## config.mk

```make
export PLATFORM = sky130hd
export DESIGN_NAME = commit_decouple_queue
export DESIGN_NICKNAME = d
export VERILOG_FILES = /design/src/rtl/cdq_pkg.sv /design/src/rtl/cdq_fifo.sv /design/src/rtl/cdq_sync_gate.sv /design/src/rtl/cdq_exc_latch.sv /design/src/rtl/commit_decouple_queue.sv
export SDC_FILE = /design/constraint.sdc
export NUM_CORES = 1
export LEC_CHECK = 0
export ABC_CLOCK_PERIOD_IN_PS = 9300
export CELL_PAD_IN_SITES_DETAIL_PLACEMENT = 1
export CELL_PAD_IN_SITES_GLOBAL_PLACEMENT = 2
export CORE_MARGIN = 2
export CORE_UTILIZATION = 45
export CTS_CLUSTER_DIAMETER = 150
export DETAILED_ROUTE_END_ITERATION = 10
export DONT_BUFFER_PORTS = 1
export PLACE_DENSITY_LB_ADDON = 0.1
export SLEW_MARGIN = 20
export SYNTH_ARGS = -nofsm -noshare
export SYNTH_HDL_FRONTEND = slang
export SYNTH_HIERARCHICAL = 1
export SYNTH_SLANG_ARGS = --single-unit
```

## constraint.sdc

```tcl
create_clock -name clk -period 9.3 [get_ports clk]
set_input_delay 0.93 -clock clk [delete_from_list [all_inputs] [get_ports clk]]
set_output_delay 0.93 -clock clk [all_outputs]
set_load 0.01 [all_outputs]
```

## src/rtl/cdq_pkg.sv

```systemverilog
package cdq_pkg;
  parameter int unsigned PC_W   = 32;
  parameter int unsigned INSN_W = 32;
  parameter int unsigned MA_W   = 32;

  typedef enum logic [1:0] {
    KIND_PLAIN   = 2'd0,
    KIND_SYSCALL = 2'd1,
    KIND_TRAP    = 2'd2,
    KIND_FENCE   = 2'd3
  } commit_kind_e;

  typedef struct packed {
    logic [PC_W-1:0]   pc;
    logic [INSN_W-1:0] insn;
    logic [MA_W-1:0]   maddr;
  } commit_tuple_t;

  function automatic logic needs_drain(input commit_kind_e k, input logic irq);
    return (k != KIND_PLAIN) || irq;
  endfunction
endpackage

```

## src/rtl/cdq_fifo.sv

```systemverilog
module cdq_fifo #(
  parameter int unsigned DEPTH = 6
) (
  input  logic                   clk,
  input  logic                   rst_n,
  input  logic                   push_valid,
  output logic                   push_ready,
  input  cdq_pkg::commit_tuple_t push_data,
  output logic                   pop_valid,
  input  logic                   pop_ready,
  output cdq_pkg::commit_tuple_t pop_data,
  output logic                   empty
);
  generate
    if (DEPTH == 0) begin : g_pass
      assign push_ready = pop_ready;
      assign pop_valid  = push_valid;
      assign pop_data   = push_data;
      assign empty      = 1'b1;
    end else begin : g_store
      localparam int unsigned AW = (DEPTH > 1) ? $clog2(DEPTH) : 1;
      localparam int unsigned CW = $clog2(DEPTH + 1);
      localparam logic [AW-1:0] LAST = AW'(DEPTH - 1);
      localparam logic [CW-1:0] FULLC = CW'(DEPTH);

      cdq_pkg::commit_tuple_t slots [DEPTH];
      logic [AW-1:0] wr_ptr, rd_ptr;
      logic [CW-1:0] fill;
      logic          full_q, do_push, do_pop;

      function automatic logic [AW-1:0] bump(input logic [AW-1:0] p);
        return (p == LAST) ? '0 : p + AW'(1);
      endfunction

      assign full_q     = (fill == FULLC);
      assign empty      = (fill == '0);
      assign push_ready = !full_q || pop_ready;
      assign pop_valid  = !empty;
      assign pop_data   = slots[rd_ptr];
      assign do_push    = push_valid && push_ready;
      assign do_pop     = pop_ready && !empty;

      always_ff @(posedge clk) begin
        if (!rst_n) begin
          wr_ptr <= '0;
          rd_ptr <= '0;
          fill   <= '0;
        end else begin
          if (do_push) wr_ptr <= bump(wr_ptr);
          if (do_pop)  rd_ptr <= bump(rd_ptr);
          case ({do_push, do_pop})
            2'b10:   fill <= fill + CW'(1);
            2'b01:   fill <= fill - CW'(1);
            default: fill <= fill;
          endcase
        end
      end

      always_ff @(posedge clk) begin
        if (do_push) slots[wr_ptr] <= push_data;
      end
    end
  endgenerate
endmodule

```

## src/rtl/cdq_sync_gate.sv

```systemverilog
module cdq_sync_gate (
  input  logic       in_valid,
  input  logic [1:0] in_kind,
  input  logic       in_irq,
  input  logic       q_empty,
  input  logic       q_push_ready,
  input  logic       cop_idle,
  input  logic       exc_pend,
  input  logic       cop_exc,
  output logic       q_push_valid,
  output logic       in_ready,
  output logic       core_stall
);
  import cdq_pkg::*;

  logic drain_req;
  logic drained;
  logic admit;

  assign drain_req = needs_drain(commit_kind_e'(in_kind), in_irq);
  // A synchronising tuple waits for an empty queue, an idle consumer and
  // no undelivered exception (latched or arriving this cycle).
  assign drained   = q_empty && cop_idle && !exc_pend && !cop_exc;
  assign admit     = !drain_req || drained;

  assign q_push_valid = in_valid && admit;
  assign in_ready     = admit && q_push_ready;
  assign core_stall   = in_valid && !in_ready;
endmodule

```

## src/rtl/cdq_exc_latch.sv

```systemverilog
module cdq_exc_latch (
  input  logic clk,
  input  logic rst_n,
  input  logic cop_exc,
  input  logic exc_ack,
  output logic exc_pend
);
  always_ff @(posedge clk) begin
    if (!rst_n)       exc_pend <= 1'b0;
    else if (cop_exc) exc_pend <= 1'b1;
    else if (exc_ack) exc_pend <= 1'b0;
  end
endmodule

```

## src/rtl/commit_decouple_queue.sv

```systemverilog
module commit_decouple_queue #(
  parameter int unsigned DEPTH = 6
) (
  input  logic                      clk,
  input  logic                      rst_n,
  input  logic                      in_valid,
  output logic                      in_ready,
  input  logic [1:0]                in_kind,
  input  logic                      in_irq,
  input  logic [cdq_pkg::PC_W-1:0]   in_pc,
  input  logic [cdq_pkg::INSN_W-1:0] in_insn,
  input  logic [cdq_pkg::MA_W-1:0]   in_maddr,
  output logic                      core_stall,
  output logic                      out_valid,
  input  logic                      out_ready,
  output logic [cdq_pkg::PC_W-1:0]   out_pc,
  output logic [cdq_pkg::INSN_W-1:0] out_insn,
  output logic [cdq_pkg::MA_W-1:0]   out_maddr,
  input  logic                      cop_idle,
  input  logic                      cop_exc,
  output logic                      exc_to_core,
  input  logic                      exc_ack
);
  import cdq_pkg::*;

  commit_tuple_t in_tup, out_tup;
  logic q_push_valid, q_push_ready, q_empty, exc_pend;

  assign in_tup.pc    = in_pc;
  assign in_tup.insn  = in_insn;
  assign in_tup.maddr = in_maddr;

  cdq_exc_latch u_exc (
    .clk      (clk),
    .rst_n    (rst_n),
    .cop_exc  (cop_exc),
    .exc_ack  (exc_ack),
    .exc_pend (exc_pend)
  );

  cdq_sync_gate u_gate (
    .in_valid     (in_valid),
    .in_kind      (in_kind),
    .in_irq       (in_irq),
    .q_empty      (q_empty),
    .q_push_ready (q_push_ready),
    .cop_idle     (cop_idle),
    .exc_pend     (exc_pend),
    .cop_exc      (cop_exc),
    .q_push_valid (q_push_valid),
    .in_ready     (in_ready),
    .core_stall   (core_stall)
  );

  cdq_fifo #(.DEPTH(DEPTH)) u_fifo (
    .clk        (clk),
    .rst_n      (rst_n),
    .push_valid (q_push_valid),
    .push_ready (q_push_ready),
    .push_data  (in_tup),
    .pop_valid  (out_valid),
    .pop_ready  (out_ready),
    .pop_data   (out_tup),
    .empty      (q_empty)
  );

  assign out_pc      = out_tup.pc;
  assign out_insn    = out_tup.insn;
  assign out_maddr   = out_tup.maddr;
  assign exc_to_core = exc_pend;
endmodule

```

# [Word-level counts from Yosys, hierarchy flattened]
# Memory sizes are Yosys's and may differ from the RTL's. A register that Yosys moved wholly into a read port is not among the register bits.
# Index checks and enable logic that the tools add are counted.
[word_totals] reg_bits=10 mem_bits_rw=576 n_memories=1 output_inout_bits=100
[memory_table] name="u_fifo.g_store.slots" depth=6 word_bits=96 rd=1 rd_ports_with_merged_regs=1 write_ports=1 line="cdq_fifo.sv:26" text="cdq_pkg::commit_tuple_t slots [DEPTH];"
[op_classes] addsub=4 eq_ne=5 reduce_logical=21 n_mux=9
[op_table] op="two-way mux 3 bit" n=4
[op_table] op="adder 3 x 1 -> 3 bit (second input constant)" n=3
[op_table] op="== test 3 bit (second input constant)" n=3
[op_table] op="logical AND 1 bit" n=8
[op_table] op="logical NOT 1 bit" n=6
[op_table] op="one-hot mux 3 bit (2 select lines)" n=1
[op_table] op="nonzero test 2 bit" n=3
[op_table] op="two-way mux 1 bit" n=4
[op_table] op="logical NOT 3 bit" n=1
[op_table] op="logical OR 1 bit" n=3
[op_table] op="subtractor 3 x 1 -> 3 bit (second input constant)" n=1
[op_table] op="== test 2 x 1 -> 1 bit (second input constant)" n=1
[op_table] op="== test 2 bit (second input constant)" n=1

# [Longest topological paths before layout]
# Gate-level depths: netlist of run 1.
[depth] depth_word=9 depth_mapped=11 ltp_nobuf=11

# [By module]
# The synthesis of run 1 kept the hierarchy.
[by_module_without_submodules] module="cdq_fifo" cells_each=970 n_inst=1 area_per_inst_um2=22499.1
[by_module_without_submodules] module="cdq_sync_gate" cells_each=7 n_inst=1 area_per_inst_um2=53.8
[by_module_without_submodules] module="cdq_exc_latch" cells_each=3 n_inst=1 area_per_inst_um2=41.3

# [Worst setup path before layout of run 1]
# No wires, ideal clock.
[synth_path] path_type="input -> register" from="input cop_exc" to="memory u_fifo/g_store.slots[5][0] in the netlist's numbering, enable pin" path_stages=4 required_ns=8.612 arrival_ns=8.960 slack_ns=-0.348 cell_sequence="or4bb_1 a21boi_0 nand3_1 nor3b_1"
[synth_between] elab_chain_len=7
[synth_rtl] element="start: declaration" line="commit_decouple_queue.sv:20" text="input logic cop_exc,"
[synth_rtl] element="logical NOT 1 bit" line="cdq_sync_gate.sv:23" text="assign drained = q_empty && cop_idle && !exc_pend && !cop_exc;"
[synth_rtl] element="logical AND 1 bit" line="cdq_sync_gate.sv:23"
[synth_rtl] element="logical OR 1 bit" line="cdq_sync_gate.sv:24" text="assign admit = !drain_req || drained;"
[synth_rtl] element="logical AND 1 bit" line="cdq_sync_gate.sv:26" text="assign q_push_valid = in_valid && admit;"
[synth_rtl] element="net q_push_valid" line="commit_decouple_queue.sv:27" text="logic q_push_valid, q_push_ready, q_empty, exc_pend;"
[synth_rtl] element="logical AND 1 bit" line="cdq_fifo.sv:40" text="assign do_push = push_valid && push_ready;"
[synth_rtl] element="two-way mux 1 bit" line="cdq_fifo.sv:60" text="if (do_push) slots[wr_ptr] <= push_data;"
[synth_rtl] element="two-way mux 1 bit (not written as such)" line="cdq_fifo.sv:60"
[synth_rtl] element="end: declaration" line="cdq_fifo.sv:26"
# The timed path passes the listed nets, and every way through them passes these cells.

==> out/metrics.csv, run 1 <==
metric;value;unit
Top delay family on crit path;buffers and inverters;
area share of the largest cell type after synthesis;0.766;
syn_nets;1088;
number of synthesized flops with an enable pin;576;
post-synth cell types;38;
Post-Syn Instances;980;
row cnt;82;
Clk Latency, worst-skew pair;0.61;ns
TritonCTS clock tree;done;
global-route wire length before repair;67900;um
CP Data Arrival Time;3.56;ns
RSZ-0062 raised after global routing;false;
FF/Latch Area;17600;sq um
PostCTS Resize Cnt;0;
Antenna Nets Post-Route;0;
Root Driver;clkbuf_16;
TritonRoute pass-1 iters;4;
Largest stage delay, worst path;0.88;ns
cell mode on critical path;buf_4;
R2R setup slack;4.96;ns
vias in the first global route;10500;
Placed Cells;1625;
CTS Sinks;589;
top sig layer;met4;
total number of vias;9426;
Layout Skew;0.0252;ns
1st-iter DRT viols;495;
Clock power frac;0.397;
sequential-to-total area share from yosys stat;0.777;
Fillers;4391;
Hold-fix buffers, CTS;0;
syn avg cell area;23.1;sq um
final cell count without fillers;1734;
Post-CTS Repair Setup Buffers;0;
Vias/cell;5.44;
Syn. warnings;6;
Slowest-stage cell, CP;buf_4;
largest net degree at the start of global routing;71;
routed len/inst;26.0;um
dominant cells by area after synthesis;edfxtp_1 (77%), mux4_2 (9.6%), mux2_2 (8.5%), dfxtp_1 (1.2%), mux2_1 (1.1%);
Boundary Pins;206;
Post-synth top cells;edfxtp_1 (576), mux2_2 (170), mux4_2 (96), mux2_1 (22), buf_6 (20);
ANT cells;0;
Fmax;222;MHz
count leader, synth;edfxtp_1;
clock slew seen by the registers of the worst setup and hold paths;0.06;ns
max cap viols;0;
Worst setup SP type;flip-flop;
required time of the critical path;8.37;ns
Setup-failing EPs final;0;
Max-slew headroom;0.304;
final critical-path required period;4.49;ns
Initial Util;0.453;
Worst setup EP type;output port;
area delta synth->final;11.4;%
# H-tree levels;2;
Worst Hold Class;in2reg;
worst-margin pin slew;1.04;ns
Yosys reg bits;589;
status;finished clean;
Clock Path Buffers;3;
Net Sw Frac;0.220;
initial antenna violation count;1;
final hold vios;0;
Cell Pwr Density;233;nW/um^2
prevailing post-synth register cell;edfxtp_1;
Final Max Tran Viols;0;
setup_tns;0;ns
chip height;228;um
area of the mapped netlist;22600;sq um
sequential group share of total power;0.510;
layout net count;1124;
Worst VDD drop;0.000166;V
port bufs;0;
maximum fanout along the worst path;43;
fin crit share;0.483;
design internal power;4580;uW
Met1 Wirelength;18100;um
ys async rst share;0;
share of cells above drive strength 1;0.352;
CP Class;reg2out;
CTS Buf Count;61;
area leader, netlist;edfxtp_1;
Routed met3 length;3370;um
Overflow after GRT;0;
Logic pwr share;0.093;
Multi-input gate area;4700;sq um
worst-path cell chain;buf_4 > buf_4 > mux4_2;
Die ar.;52000;sq um
leakage;0.00765;uW
DP HPWL;24600;um
width of the chip;228;um
final total power;5870;uW
met2 WL post-DR;22900;um
residual DRC count;0;
Crit path buffers/inverters;2;
GRT Util Overall;0.176;
Net Sw Power;1290;uW
Final Wtd Congestion;0.674;
WL final;45200;um
CORE AREA;49900;sq um
-- power groups by stage --
| stage | combinational, uW | clock (uW) | sequential (uW) |
|---|---|---|---|
| after CTS | 568 | 2400 | 3000 |
| after detailed placement | 566 | 0 | 3060 |
| final | 546 | 2330 | 3000 |
| after global placement | 564 | 0 | 3050 |
| after global routing | 590 | 2490 | 3000 |
| after floorplan | 464 | 0 | 3040 |
-- worst paths after layout --
path,from,end,depth (start not counted)
setup / recovery,flip-flop,out_pc[4],3
hold / removal,in_maddr[17],u_fifo/g_store.slots[5][17],0
setup reg to reg,u_fifo/g_store.fill[0],u_fifo/g_store.slots[1][81],8
hold reg to reg,u_fifo/g_store.rd_ptr[2],flip-flop,2
-- state kept, by name, indices dropped and copies added, names as in the netlist, named ones only --
| register | count |
|---|---|
| u_fifo/g_store.slots | 576 |
| u_fifo/g_store.fill | 3 |
| u_exc/exc_pend | 1 |
| u_fifo/g_store.rd_ptr | 3 |
| u_fifo/g_store.wr_ptr | 3 |
-- metrics by stage --
stage	utilization	hold slack (ns)	instance area [sq um]	setup WS (ns)
after floorplan	-	0.455	22600	0.156
after detailed placement	0.467	0.469	23300	4.76
after global routing	0.505	0.381	25200	4.41
after CTS	0.505	0.369	25200	4.58
after global placement	0.467	0.466	23300	4.81
final	0.505	0.406	25200	4.81
-- placed cells by master, fill, tap and decap left out, drive strengths merged, types with 2 or more instances in the layout --
cell,count
clkinvlp,2
or3,4
mux2,192
inv,12
nand2,6
mux4,96
o21ai,4
edfxtp,576
dfxtp,13
xor2,2
nor3,2
nor2,3
a21oi,7
clkinv,22
and2,2
nor2b,2
nand3,2
bufinv,6
clkbuf,76
nor3b,2
buf,16
-- routing by layer --
| metal | up-vias | global-route usage |
|---|---|---|
| met3 | 52 | 0.0603 |
| met4 | 0 | 0.0464 |
| li1 | 4138 | - |
| met1 | 5041 | 0.215 |
| met2 | 195 | 0.301 |
| met5 | - | 0 |
-- layout make-up --
class | count | share of cell area
clock inverters | 33 | 0.0126
repair buffers | 16 | 0.00477
flip-flops and latches | 589 | 0.698
clock buffers | 76 | 0.0629
inverters | 9 | 0.00154
well taps | 672 | 0.0334
multi-input cells | 339 | 0.187
-- logic make-up after synthesis --
family	share of synthesized area
flops	0.777
fa+ha+maj	0.00144
xor+xnor	0.000775
mux	0.192
compound gates	0.00393
buf+inv	0.0162
simple gates	0.00880
Power figures use the tool's default switching activity.
==> run 2, diff against run 1 <==
--- a/config.mk
+++ b/config.mk
@@ -5,11 +5,12 @@
 export SDC_FILE = /design/constraint.sdc
 export NUM_CORES = 1
 export LEC_CHECK = 0
-export ABC_CLOCK_PERIOD_IN_PS = 9300
+export ABC_AREA = 1
+export ABC_CLOCK_PERIOD_IN_PS = 4300
 export CELL_PAD_IN_SITES_DETAIL_PLACEMENT = 1
 export CELL_PAD_IN_SITES_GLOBAL_PLACEMENT = 2
 export CORE_MARGIN = 2
-export CORE_UTILIZATION = 45
+export CORE_UTILIZATION = 44
 export CTS_CLUSTER_DIAMETER = 150
 export DETAILED_ROUTE_END_ITERATION = 10
 export DONT_BUFFER_PORTS = 1
==> constraint.sdc (replaced) <==
create_clock -name clk -period 4.3 [get_ports clk]
set_input_delay 0.43 -clock clk [delete_from_list [all_inputs] [get_ports clk]]
set_output_delay 0.43 -clock clk [all_outputs]
set_load 0.01 [all_outputs]
==> run 2 against run 1 <==
  * Total power grew 140%
  * Cell area up 4.3%
  * Combinational power rose to 4.6 times the previous value
  * Area after synthesis is 0.90% higher
  * Non-clock buffer count increased by 104
  * Hold slack got worse by 0.37 ns
  * Global-route usage rose by 3.8 points
  * Sequential power rose by 120%
  * Routed wire length up 26%
  * Critical path depth increased by 3
  * Setup slack got worse by 3.8 ns
==> out/metrics.csv, run 2 <==
metric;value;unit
Clk Latency, worst-skew pair;0.62;ns
Setup WS post-layout;1.01;ns
Die ar.;53600;sq um
leading cell type in the layout, fill and taps excluded;edfxtp_1;
largest net degree at the start of global routing;147;
area leader, netlist;edfxtp_1;
Multi-input gate area;4580;sq um
Worst setup EP type;output port;
CORE AREA;51300;sq um
Layout Skew;0.0150;ns
Net Sw Power;4080;uW
initial antenna violation count;7;
Worst Hold Class;in2reg;
cell mode on critical path;nand3_1;
WL final;56700;um
dominant cells by area after synthesis;edfxtp_1 (76%), nand2_1 (6.8%), nand3_1 (6.5%), o21ai_0 (2.2%), o21ai_1 (2.1%);
Clock Path Buffers;3;
Slowest-stage cell, CP;inv_8;
Post-synth top cells;edfxtp_1 (576), nand2_1 (410), nand3_1 (297), nor2_1 (115), o21ai_0 (100);
Fillers;5156;
CTS Buf Count;60;
Antenna Nets Post-Route;0;
Place WS;1.46;ns
CTS Sinks;589;
ys async rst share;0;
GRT Util Overall;0.214;
Clock power frac;0.352;
port bufs;0;
required time of the critical path;3.87;ns
final cell count without fillers;2561;
total number of vias;13900;
syn_nets;1864;
worst-path cell chain;inv_8 > buf_4 > nand2_1 > nand3_1 > nand3_1 > o21ai_1;
largest register by flop count;u_fifo/g_store.slots;
worst-margin pin slew;1.08;ns
leakage;0.00900;uW
status;finished clean;
layout net count;1941;
TritonCTS clock tree;done;
area of the mapped netlist;22800;sq um
syn avg cell area;13.0;sq um
global-route wire length before repair;87300;um
DP HPWL;28100;um
Setup-failing EPs final;0;
chip height;232;um
Yosys reg bits;589;
Logic pwr share;0.179;
design internal power;9880;uW
Worst VDD drop;0.000325;V
Root Driver;clkbuf_16;
area share of the largest cell type after synthesis;0.759;
maximum fanout along the worst path;126;
width of the chip;232;um
FF/Latch Area;17600;sq um
final hold vios;0;
# H-tree levels;2;
Vias/cell;5.41;
TritonRoute pass-1 iters;5;
Cell Pwr Density;532;nW/um^2
CP Class;reg2out;
row cnt;83;
Boundary Pins;206;
Fmax;304;MHz
Overflow after GRT;0;
post-synth cell types;23;
Initial Util;0.444;
fin crit share;0.765;
RSZ-0062 raised after global routing;false;
sequential-to-total area share from yosys stat;0.770;
Largest stage delay, worst path;0.59;ns
clock slew seen by the registers of the worst setup and hold paths;0.06;ns
share of cells above drive strength 1;0.0628;
residual DRC count;0;
Net Sw Frac;0.292;
count leader, synth;edfxtp_1;
final critical-path required period;3.29;ns
1st-iter DRT viols;807;
number of synthesized flops with an enable pin;576;
CP Data Arrival Time;2.86;ns
area delta synth->final;15.2;%
vias in the first global route;14700;
Syn. warnings;6;
sequential group share of total power;0.469;
Worst setup SP type;flip-flop;
Final Max Tran Viols;0;
commonest cells after routing, fill and taps aside;edfxtp_1 (576), nand2_1 (410), nand3_1 (297);
routed len/inst;22.1;um
Max-slew headroom;0.282;
Final Wtd Congestion;0.733;
Largest register FFs;576;
max cap viols;0;
Placed Cells;2352;
prevailing post-synth register cell;edfxtp_1;
Post-Syn Instances;1756;
[run 2: cell count changes after synthesis, moves of 96 or more]
cell and delta:
nand3_1 +295, mux4_2 -96, mux2_2 -170, o21ai_1 +96, nor2_1 +112, nand2_1 +404
o21ai_0 +96
[run 2: logic make-up after synthesis]
| family | count (synthesis) | share of synthesized area |
|---|---|---|
| adder cells (fa/ha/maj) | 2 | 0.00143 |
| flip-flops | 589 | 0.770 |
| AO/OA/AOI/OAI | 201 | 0.0443 |
| AND/OR/NAND/NOR | 828 | 0.153 |
| buffers and inverters | 136 | 0.0309 |
[run 2: worst paths after layout]
path	endpoint	slack, ns	start	cells after the start
setup / recovery	out_insn[28]	1.01	flip-flop	6
setup reg to reg	u_fifo/g_store.slots[5][81]	1.47	u_fifo/g_store.fill[0]	12
hold reg to reg	u_fifo/g_store.fill[0]	0.48	u_fifo/g_store.fill[0]	1
hold / removal	flip-flop	0.04	out_ready	3
[run 2: power by group through the flow]
stage                     logic, uW  clock network (uW)  registers [uW]
final                          2510                4910            6540
after global routing           2850                5230            6560
after CTS                      2580                5040            6550
after detailed placement       2430                   0            6670
after global placement         2390                   0            6670
after floorplan                1900                   0            6610
[run 2: metal layers]
metal  global-route usage  wire [um]  vias up
met1                0.278      24500     7065
met4               0.0593       1090       12
met2                0.366      28300      249
met5                    0         85        -
met3               0.0448       2690       82
li1                     -          -     6450
[run 2: final cells by class]
cell class,instances,share of cell area
tap,680,0.0324
inverter,31,0.00519
multi-input combinational,1031,0.174
timing repair buffer,120,0.0480
antenna,1,0.0000953
sequential,589,0.669
clock buffer,71,0.0588
clock inverter,38,0.0118
[run 2: metrics by stage]
stage	setup TNS [ns]	hold WS, ns	power [uW]	util	area (sq um)
6_report	0	0.0356	14000	0.512	26300
2_1_floorplan	-669.34	0.444	8510	-	22800
4_1_cts	0	0.00263	14200	0.512	26300
3_3_place_gp	0	0.463	9060	0.456	23400
3_5_place_dp	0	0.469	9100	0.456	23400
5_1_grt	0	0.0564	14600	0.512	26300
[run 2: timing repair]
item                                   4_1_cts  5_1_grt
gates resized for setup                      0        0
buffers inserted                             0        0
hold buffers                                99        0
endpoints found under the hold margin      589        0
[run 2: worst max-delay path: cells and delay by family, from the launching register on]
family                 cells  cell delay (ns)
and+or+nand+nor            3             0.31
DFF                        1             0.49
AOI/OAI and AO/OA          1             0.25
buffers and inverters      2             1.15
==> run 3, diff against run 2 <==
--- a/config.mk
+++ b/config.mk
@@ -6,7 +6,7 @@
 export NUM_CORES = 1
 export LEC_CHECK = 0
 export ABC_AREA = 1
-export ABC_CLOCK_PERIOD_IN_PS = 4300
+export ABC_CLOCK_PERIOD_IN_PS = 3350
 export CELL_PAD_IN_SITES_DETAIL_PLACEMENT = 1
 export CELL_PAD_IN_SITES_GLOBAL_PLACEMENT = 2
 export CORE_MARGIN = 2
==> constraint.sdc (replaced) <==
create_clock -name clk -period 3.35 [get_ports clk]
set_input_delay 0.335 -clock clk [delete_from_list [all_inputs] [get_ports clk]]
set_output_delay 0.335 -clock clk [all_outputs]
set_load 0.01 [all_outputs]
==> run 3 against run 2 <==
  * Clock power is 32% higher
  * Largest power group unchanged
  * Highest routed layer unchanged
  * Die area unchanged
  * Flip-flop and latch count is the same
  * Via count fell by 0.11%
  * Core utilization grew 0.52 points
  * Combinational power rose by 35%
  * Clock skew is essentially flat
==> out/metrics.csv, run 3 (same netlist as run 2, synthesis figures left out) <==
metric;value;unit
status;finished clean;
leading cell type in the layout, fill and taps excluded;edfxtp_1;
worst-margin pin slew;0.786;ns
CP Capture Point;out_maddr[1];
width of the chip;232;um
port bufs;0;
Final Wtd Congestion;0.726;
Top delay family on crit path;buffers and inverters;
final critical-path required period;2.72;ns
vias in the first global route;14700;
end of the worst register-to-register path;u_fifo/g_store.slots[2][22];
share of cells above drive strength 1;0.0708;
final hold vios;0;
CTS Sinks;589;
routed len/inst;22.0;um
Die ar.;53600;sq um
Boundary Pins;206;
Fmax;368;MHz
GRT Util Overall;0.213;
DP HPWL;30600;um
Final Max Tran Viols;0;
Root Driver;clkbuf_16;
# H-tree levels;2;
Critical R2R Launch;u_fifo/g_store.fill[1];
Cell Pwr Density;688;nW/um^2
RSZ-0062 raised after global routing;false;
Clock Path Buffers;3;
Worst setup EP type;output port;
Initial Util;0.444;
area delta synth->final;16.3;%
Worst VDD drop;0.000451;V
TritonCTS clock tree;done;
Antenna Nets Post-Route;0;
CP Class;reg2out;
stages on the worst setup path;4;
residual DRC count;0;
fin crit share;0.812;
Largest register FFs;576;
leakage;0.00910;uW
setup_tns;0;ns
TritonRoute pass-1 iters;4;
worst-path cell chain;inv_4 > buf_12 > nand3_1 > o21ai_1;
initial antenna violation count;6;
total number of vias;13800;
max cap viols;0;
Crit path buffers/inverters;2;
reg2reg path depth;12;
Largest stage delay, worst path;0.61;ns
commonest cells after routing, fill and taps aside;edfxtp_1 (576), nand2_1 (409), nand3_1 (296);
largest net degree at the start of global routing;142;
Clk Latency, worst-skew pair;0.62;ns
Worst Hold Class;in2reg;
Slowest-stage cell, CP;inv_4;
WL final;56700;um
Vias/cell;5.37;
Max-slew headroom;0.475;
R2R setup slack;0.95;ns
PostCTS Resize Cnt;0;
Setup-failing EPs final;0;
required time of the critical path;3.01;ns
Overflow after GRT;0;
chip height;232;um
maximum fanout along the worst path;52;
Worst setup SP type;flip-flop;
clock slew seen by the registers of the worst setup and hold paths;0.06;ns
CORE AREA;51300;sq um
largest register by flop count;u_fifo/g_store.slots;
CTS Buf Count;61;
1st-iter DRT viols;880;
row cnt;83;
Post-CTS Repair Setup Buffers;0;
Layout Skew;0.0147;ns
layout net count;1950;
global-route wire length before repair;87100;um
Fin Hold WS;0.147;ns
CP Data Arrival Time;2.39;ns
[run 3: cell types whose count changed in the layout (fill, tap and decap cells not counted), moves of 2 or more]
cell       before  now
buf_12          9   19
clkbuf_1       11   20
clkinv_1       18   13
inv_1          26   22
inv_2           1    5
clkbuf_16      60   63
clkinv_8        3    0
diode_2         1    4
buf_4          12   10
inv_4           1    3
[run 3: cell type report]
class                   instances  area (sq um)
clock inverters                31           253
diodes                          4          10.0
fillers                      5096         24800
flip-flops and latches        589         17600
repair buffers                128          1450
inverters                      31           131
clock buffers                  83          1650
well taps                     680           851
multi-input cells            1031          4610
[run 3: what timing repair did]
action | in CTS | in global routing
endpoints found under the hold margin | 589 | 0
hold buffers | 99 | 0
endpoints found under the setup margin | 0 | 0
[run 3: worst min-delay path, stage by stage]
cell and delay (ns):
inv_1 0.11, nor2_4 0.07, nand3_1 0.07, nand2_1 0.05, nor2_1 0.09
[run 3: metal layers]
layer  GRT usage  share of wire  up-vias
met4      0.0591          0.020        6
li1            -              -     6468
met5           0        0.00067        -
met3      0.0367          0.044       88
met2       0.362           0.50      250
met1       0.283           0.44     7031
[run 3: metrics by stage]
step | utilization | worst slack (ns) | instances | cell area [sq um] | total power [uW]
2_1_floorplan | - | -0.618 | 1756 | 22900 | 10900
3_3_place_gp | 0.460 | 0.939 | 2360 | 23600 | 11700
3_5_place_dp | 0.460 | 0.927 | 2360 | 23600 | 11800
4_1_cts | 0.517 | 0.541 | 2573 | 26500 | 18500
5_1_grt | 0.517 | 0.467 | 2574 | 26500 | 19100
6_report | 0.517 | 0.630 | 2577 | 26500 | 18200
[run 3: worst min-delay path by stage]
stage / from / to / slack (ns) / cells after the start
finish: in_valid / u_fifo/g_store.wr_ptr[2] / 0.15 / 5
global route: in_valid / u_fifo/g_store.wr_ptr[2] / 0.18 / 5
detailed placement: in_insn[3] / u_fifo/g_store.slots[4][35] / 0.43 / 0
CTS: out_ready / u_fifo/g_store.wr_ptr[2] / 0.13 / 5
floorplan: u_fifo/g_store.fill[0] / u_fifo/g_store.fill[0] / 0.43 / 1
global placement: in_insn[0] / u_fifo/g_store.slots[4][32] / 0.43 / 0
[run 3: where the power goes]
group	total (uW)	internal, uW	switching [uW]
clock network	6470	3740	2730
registers	8360	8270	89.9
logic	3400	893	2510
